File: src/rtl/chop_pkg.sv
package chop_pkg;
  typedef enum logic [1:0] {
    CH_WAIT  = 2'd0,
    CH_BLANK = 2'd1,
    CH_ON    = 2'd2
  } chop_state_e;
endpackage

File: src/rtl/chop_dir_guard.sv
// Tracks the applied direction and times the all-open interval after each flip.
module chop_dir_guard #(
  parameter int DEAD_CYC = 8
) (
  input  logic clk,
  input  logic rst_n,
  input  logic phase_i,
  output logic dir_o,
  output logic flip_o,
  output logic dead_busy_o
);
  localparam int DW = $clog2(DEAD_CYC + 1);
  localparam logic [DW-1:0] DEAD_LOAD = DW'(DEAD_CYC);

  logic          dir_q;
  logic [DW-1:0] dead_q;

  assign flip_o      = (phase_i != dir_q);
  assign dir_o       = dir_q;
  assign dead_busy_o = (dead_q != '0);

  always_ff @(posedge clk) begin
    if (!rst_n) begin
      dir_q  <= 1'b0;
      dead_q <= DEAD_LOAD;   // reset behaves as a dead interval
    end else if (flip_o) begin
      dir_q  <= phase_i;
      dead_q <= DEAD_LOAD;
    end else if (dead_q != '0) begin
      dead_q <= dead_q - 1'b1;
    end
  end
endmodule

File: src/rtl/chop_period_fsm.sv
// Per-period sequencing: blanking window, on-time, latched-off remainder.
module chop_period_fsm
  import chop_pkg::*;
#(
  parameter int BLANK_CYC = 100
) (
  input  logic        clk,
  input  logic        rst_n,
  input  logic        dis_i,
  input  logic        tick_i,
  input  logic        flip_i,
  input  logic        trip_i,
  input  logic        dead_busy_i,
  output chop_state_e st_o,
  output logic        conduct_o
);
  localparam int BW = (BLANK_CYC > 1) ? $clog2(BLANK_CYC) : 1;
  localparam logic [BW-1:0] BLANK_LAST = BW'(BLANK_CYC - 1);

  chop_state_e   st_q;
  logic [BW-1:0] blank_q;

  assign st_o      = st_q;
  assign conduct_o = !dead_busy_i && (st_q != CH_WAIT);

  always_ff @(posedge clk) begin
    if (!rst_n) begin
      st_q    <= CH_WAIT;
      blank_q <= '0;
    end else if (dis_i) begin
      st_q    <= CH_WAIT;
      blank_q <= '0;
    end else if (flip_i || tick_i) begin
      st_q    <= CH_BLANK;
      blank_q <= '0;
    end else begin
      unique case (st_q)
        CH_BLANK: begin
          if (!dead_busy_i) begin
            if (blank_q == BLANK_LAST) st_q <= CH_ON;
            else                       blank_q <= blank_q + 1'b1;
          end
        end
        CH_ON: begin
          if (trip_i) st_q <= CH_WAIT;
        end
        default: st_q <= st_q;
      endcase
    end
  end
endmodule

File: src/rtl/chop_duty_mon.sv
// Counts conducting cycles since the last period start; flags beyond half.
module chop_duty_mon #(
  parameter int PERIOD_CYC = 4348
) (
  input  logic clk,
  input  logic rst_n,
  input  logic restart_i,
  input  logic active_i,
  output logic warn_o
);
  localparam int HALF_CYC = PERIOD_CYC / 2;
  localparam int OW = $clog2(HALF_CYC + 2);
  localparam logic [OW-1:0] HALF_V = OW'(HALF_CYC);

  logic [OW-1:0] on_q;

  assign warn_o = (on_q > HALF_V);

  always_ff @(posedge clk) begin
    if (!rst_n)                         on_q <= '0;
    else if (restart_i)                 on_q <= '0;
    else if (active_i && on_q <= HALF_V) on_q <= on_q + 1'b1;
  end
endmodule

File: src/rtl/chop_gate_map.sv
// Maps direction and conduction onto the two legs' high/low switches.
module chop_gate_map #(
  parameter int LEGS = 2
) (
  input  logic            active_i,
  input  logic            dir_i,
  output logic [2*LEGS-1:0] gate_o
);
  for (genvar k = 0; k < LEGS; k++) begin : g_leg
    // leg A (k=0) sources current when dir=1, leg B (k=1) when dir=0
    localparam logic SRC_DIR = (k == 0) ? 1'b1 : 1'b0;
    assign gate_o[2*k]   = active_i && (dir_i == SRC_DIR);
    assign gate_o[2*k+1] = active_i && (dir_i != SRC_DIR);
  end
endmodule

File: src/rtl/hbridge_chopper.sv
module hbridge_chopper
  import chop_pkg::*;
#(
  parameter int PERIOD_CYC = 4348,
  parameter int BLANK_CYC  = 100,
  parameter int DEAD_CYC   = 8
) (
  input  logic       clk,
  input  logic       rst_n,
  input  logic       chop_tick_i,
  input  logic       trip_i,
  input  logic       phase_i,
  input  logic       disable_i,
  output logic [3:0] gate_o,
  output logic       duty_warn_o
);
  logic        dir_w;
  logic        flip_w;
  logic        dead_busy_w;
  logic        conduct_w;
  logic        active_w;
  chop_state_e st_w;

  chop_dir_guard #(.DEAD_CYC(DEAD_CYC)) u_dir (
    .clk(clk), .rst_n(rst_n), .phase_i(phase_i),
    .dir_o(dir_w), .flip_o(flip_w), .dead_busy_o(dead_busy_w)
  );

  chop_period_fsm #(.BLANK_CYC(BLANK_CYC)) u_fsm (
    .clk(clk), .rst_n(rst_n), .dis_i(disable_i), .tick_i(chop_tick_i),
    .flip_i(flip_w), .trip_i(trip_i), .dead_busy_i(dead_busy_w),
    .st_o(st_w), .conduct_o(conduct_w)
  );

  assign active_w = conduct_w && !disable_i;

  chop_duty_mon #(.PERIOD_CYC(PERIOD_CYC)) u_mon (
    .clk(clk), .rst_n(rst_n),
    .restart_i(disable_i || chop_tick_i || flip_w),
    .active_i(active_w), .warn_o(duty_warn_o)
  );

  chop_gate_map #(.LEGS(2)) u_map (
    .active_i(active_w), .dir_i(dir_w), .gate_o(gate_o)
  );
endmodule

File: config.mk
export PLATFORM = sky130hd
export DESIGN_NAME = hbridge_chopper
export DESIGN_NICKNAME = d
export VERILOG_FILES = /design/src/rtl/chop_pkg.sv /design/src/rtl/chop_dir_guard.sv /design/src/rtl/chop_period_fsm.sv /design/src/rtl/chop_duty_mon.sv /design/src/rtl/chop_gate_map.sv /design/src/rtl/hbridge_chopper.sv
export SDC_FILE = /design/constraint.sdc
export NUM_CORES = 1
export LEC_CHECK = 0
export BUFFER_PORTS_ARGS = -buffer_cell sky130_fd_sc_hd__buf_2
export CORE_ASPECT_RATIO = 1.5
export CORE_MARGIN = 1
export CORE_UTILIZATION = 45
export CTS_CLUSTER_SIZE = 40
export DETAILED_ROUTE_END_ITERATION = 10
export MAX_ROUTING_LAYER = met4
export PLACE_DENSITY_LB_ADDON = 0.25
export SETUP_SLACK_MARGIN = 0.15
export SLEW_MARGIN = 15
export SYNTH_ARGS = -nofsm -noshare
export SYNTH_HDL_FRONTEND = slang
export SYNTH_SLANG_ARGS = --single-unit
File: constraint.sdc
create_clock -name clk -period 4.18 [get_ports clk]
set_input_delay 0.209 -clock clk [delete_from_list [all_inputs] [get_ports clk]]
set_output_delay 0.209 -clock clk [all_outputs]
set_load 0.05 [all_outputs]
==> run metrics <==
status=finished, final reports clean; CTS max path bufs=2; Worst R2R End=u_mon.on_q[8]; DR pass1 iterations=4; CP arrival=between 2 and 3 ns; type of element capturing the critical path=flop; path depth of the worst reg2reg path=6; fraction of layout cells with a size suffix above 1=between 10% and 20%; worst ir drop on vdd=a little under 200 µV; Synth Register Bits=26; setup slack, reg-to-reg=around 1.8 ns; die width=between 40 and 50 µm; CTS buffer count=3; CTS sink count=26; Core Region=between 2000 and 3000 µm²; critical path, cell by cell=inv_1, ha_1, nor3b_2, nand3_1, or4_1, a21oi_1; Chip Height=~70 µm; Final Util=approximately half; largest net degree at the start of global routing=21; First DRT Iteration DRCs=23; pre-CTS setup slack=~1.9 ns; CP top delay family=simple AND/OR/NAND/NOR gates; Mapped Cells=between 150 and 200; P&R area growth vs syn=8.871%; Crit Reg-Reg Startpoint=u_dir.dead_q[0]; Worst-path clk slew=~0.090 ns; largest stage delay on the critical path=approximately 0.65 ns; hold-critical path depth=2; most common cell after layout, fill and taps aside=dfxtp_1; max-cap check violation count=0; WS Path Type=reg -> reg; Total GRT Usage=between 15 and 20%; number of setup buffers added after CTS=0; Post-Syn Area=between 1000 and 1500 µm²; Synth Net Count=approximately 180; initial antenna violation count=0; # DRC=0; I/O pin count=11; Wirelength per Cell=about 13 µm; setup ws final=between 1.5 and 2 ns; Antenna Violating Nets Remaining=0; Layout Skew=0.006668 ns; dpl hpwl=between 2000 and 2500 µm; post-CTS sizing=0; total power=approximately 0.48 mW; Post-Layout Cell Count=between 200 and 250; crit path time final=between 2 and 2.5 ns; Post-synth EDFFs=0; Worst Hold Launch=rst_n; Overflow after GRT=0; via count=between 1k and 1.5k; H-Tree Depth=1; fmax=between 0.4 and 0.5 GHz; CTS tree=built; mean post-synth cell area=between 8 and 9 µm²; placer congestion estimate=approximately 0.84; leak pwr=between 0.4 and 0.5 nW; most frequent cells in the layout=dfxtp_1 (26), inv_1 (15), a21oi_1 (13), nor2_1 (11), buf_2 (10); Worst-Skew Late Latency=approximately 0.27 ns; Final Hold Vio Count=0; Filler Cell Count=between 300 and 400; placed cells=roughly 210; RSZ-0062 raised after global routing=false; Power Density=roughly 310 nW/µm²; Netlist cell types=38; DRT Wirelength=between 2000 and 3000 µm; Via density=5.824; Critical Path Start Type=flop; Max FO, Critical Path=19; setup TNS=0 ns; Hold Path End=u_dir.dead_q[3]; Setup violations, final=0; Die ar.=~3300 µm²; max_slew headroom=between 50% and 60%; Slew @ Worst Pin=0.7326 ns; Slowest-stage cell, CP=or4_1; Syn. warnings=0; Top FF cell, synth=dfxtp_1; Worst Hold Class=in -> reg; Final nets=about 190; row count=24; Seq/Total Area, Yosys=a little under two fifths; Req. time, crit path=about 4.4 ns; first-pass GRT wire length=4464 µm; Slew Limit Fails=0; number of global-route vias before repair=1082; Antenna diodes=0; Async S/R FF share, synth=0%; cts hold-fix bufs=0; Final period util=56.88%; port bufs=10; Initial Util=47.45%; root buffer cell=clkbuf_8; CP bufs+invs=1
[power breakdown]
group | leakage (nW) | internal [mW] | switching, mW | total [mW]
Combinational | 0.252 | 0.0224 | 0.0280 | 0.0505
Sequential | 0.211 | 0.254 | 0.00670 | 0.261
Clock | 0.0288 | 0.0843 | 0.0800 | 0.164
[kinds of logic after synthesis]
family / synth area share, %
AO/OA/AOI/OAI: 18.64
buffers and inverters: 6.182
XOR/XNOR: 4.391
flip-flops: 37.28
adder cells (fa/ha/maj): 7.169
multiplexers: 1.523
AND/OR/NAND/NOR: 24.82
[sequential cells by signal (all words and copies together) (netlist names)]
register	cells
u_fsm.st_o	2
u_dir.dir_o	1
u_mon.on_q	12
u_dir.dead_q	4
u_fsm.blank_q	7
[cells in the mapped netlist, drive strengths merged, types with 2 or more instances]
cell    count  area [µm²]
clkbuf      4       15.01
a21oi      13       65.06
xnor2       6       52.55
buf         2       15.01
or4         7       56.30
o21ai       8       40.04
o311ai      2       17.52
ha          8       100.1
o41ai       3       33.79
inv        15       56.30
nand3       9       45.04
o31ai       6       45.04
nand2       8       30.03
and3        2       12.51
nor3        5       25.02
or3         8       50.05
a211oi      2       15.01
nor4        2       12.51
nor2       11       41.29
dfxtp      26       520.5
[worst max path at each step]
stage          cells past startpoint            end       startpoint
6_report                           6  u_mon.on_q[8]  u_dir.dead_q[0]
5_1_grt                            6  u_mon.on_q[8]  u_dir.dead_q[0]
4_1_cts                            6  u_mon.on_q[8]  u_dir.dead_q[0]
3_5_place_dp                       6  u_mon.on_q[8]  u_dir.dead_q[0]
3_3_place_gp                       6  u_mon.on_q[9]  u_dir.dead_q[0]
2_1_floorplan                      6      gate_o[2]  u_dir.dead_q[0]
[final cells by class]
cell class	count	area [µm²]	share of cell area [%]
flip-flops and latches	26	520.5	34.24
inverters	15	56.30	3.704
clock buffers	4	55.05	3.621
multi-input cells	116	789.5	51.93
repair buffers	10	50.05	3.292
well taps	39	48.80	3.210
[worst register-to-register path, delay by kind of cell, from the launching register on]
kind,cells,cell delay [ns]
simple gates,3,1.53
flops,1,0.32
compound gates,1,0.15
fa+ha+maj,1,0.20
buf+inv,1,0.11
[routing by layer]
metal  up-vias  wire (µm)  global-route usage [%]  share of wire, %
li1        614          -                       -                 -
met1       586       1165                   19.22                42
met2        16       1527                   32.27                55
met3         7         51                   2.326               1.8
met4         0         52                   7.937               1.9
met5         -          0                       -                 0
[per-stage QoR]
| step | instance area [µm²] | hold WS (ns) |
|---|---|---|
| 2_1_floorplan | 1396 | 0.2979 |
| 3_3_place_gp | 1465 | 0.4376 |
| 3_5_place_dp | 1465 | 0.4556 |
| 4_1_cts | 1520 | 0.1581 |
| 5_1_grt | 1520 | 0.1580 |
| 6_report | 1520 | 0.1657 |
Note: power is estimated with default switching activity, not from simulation.
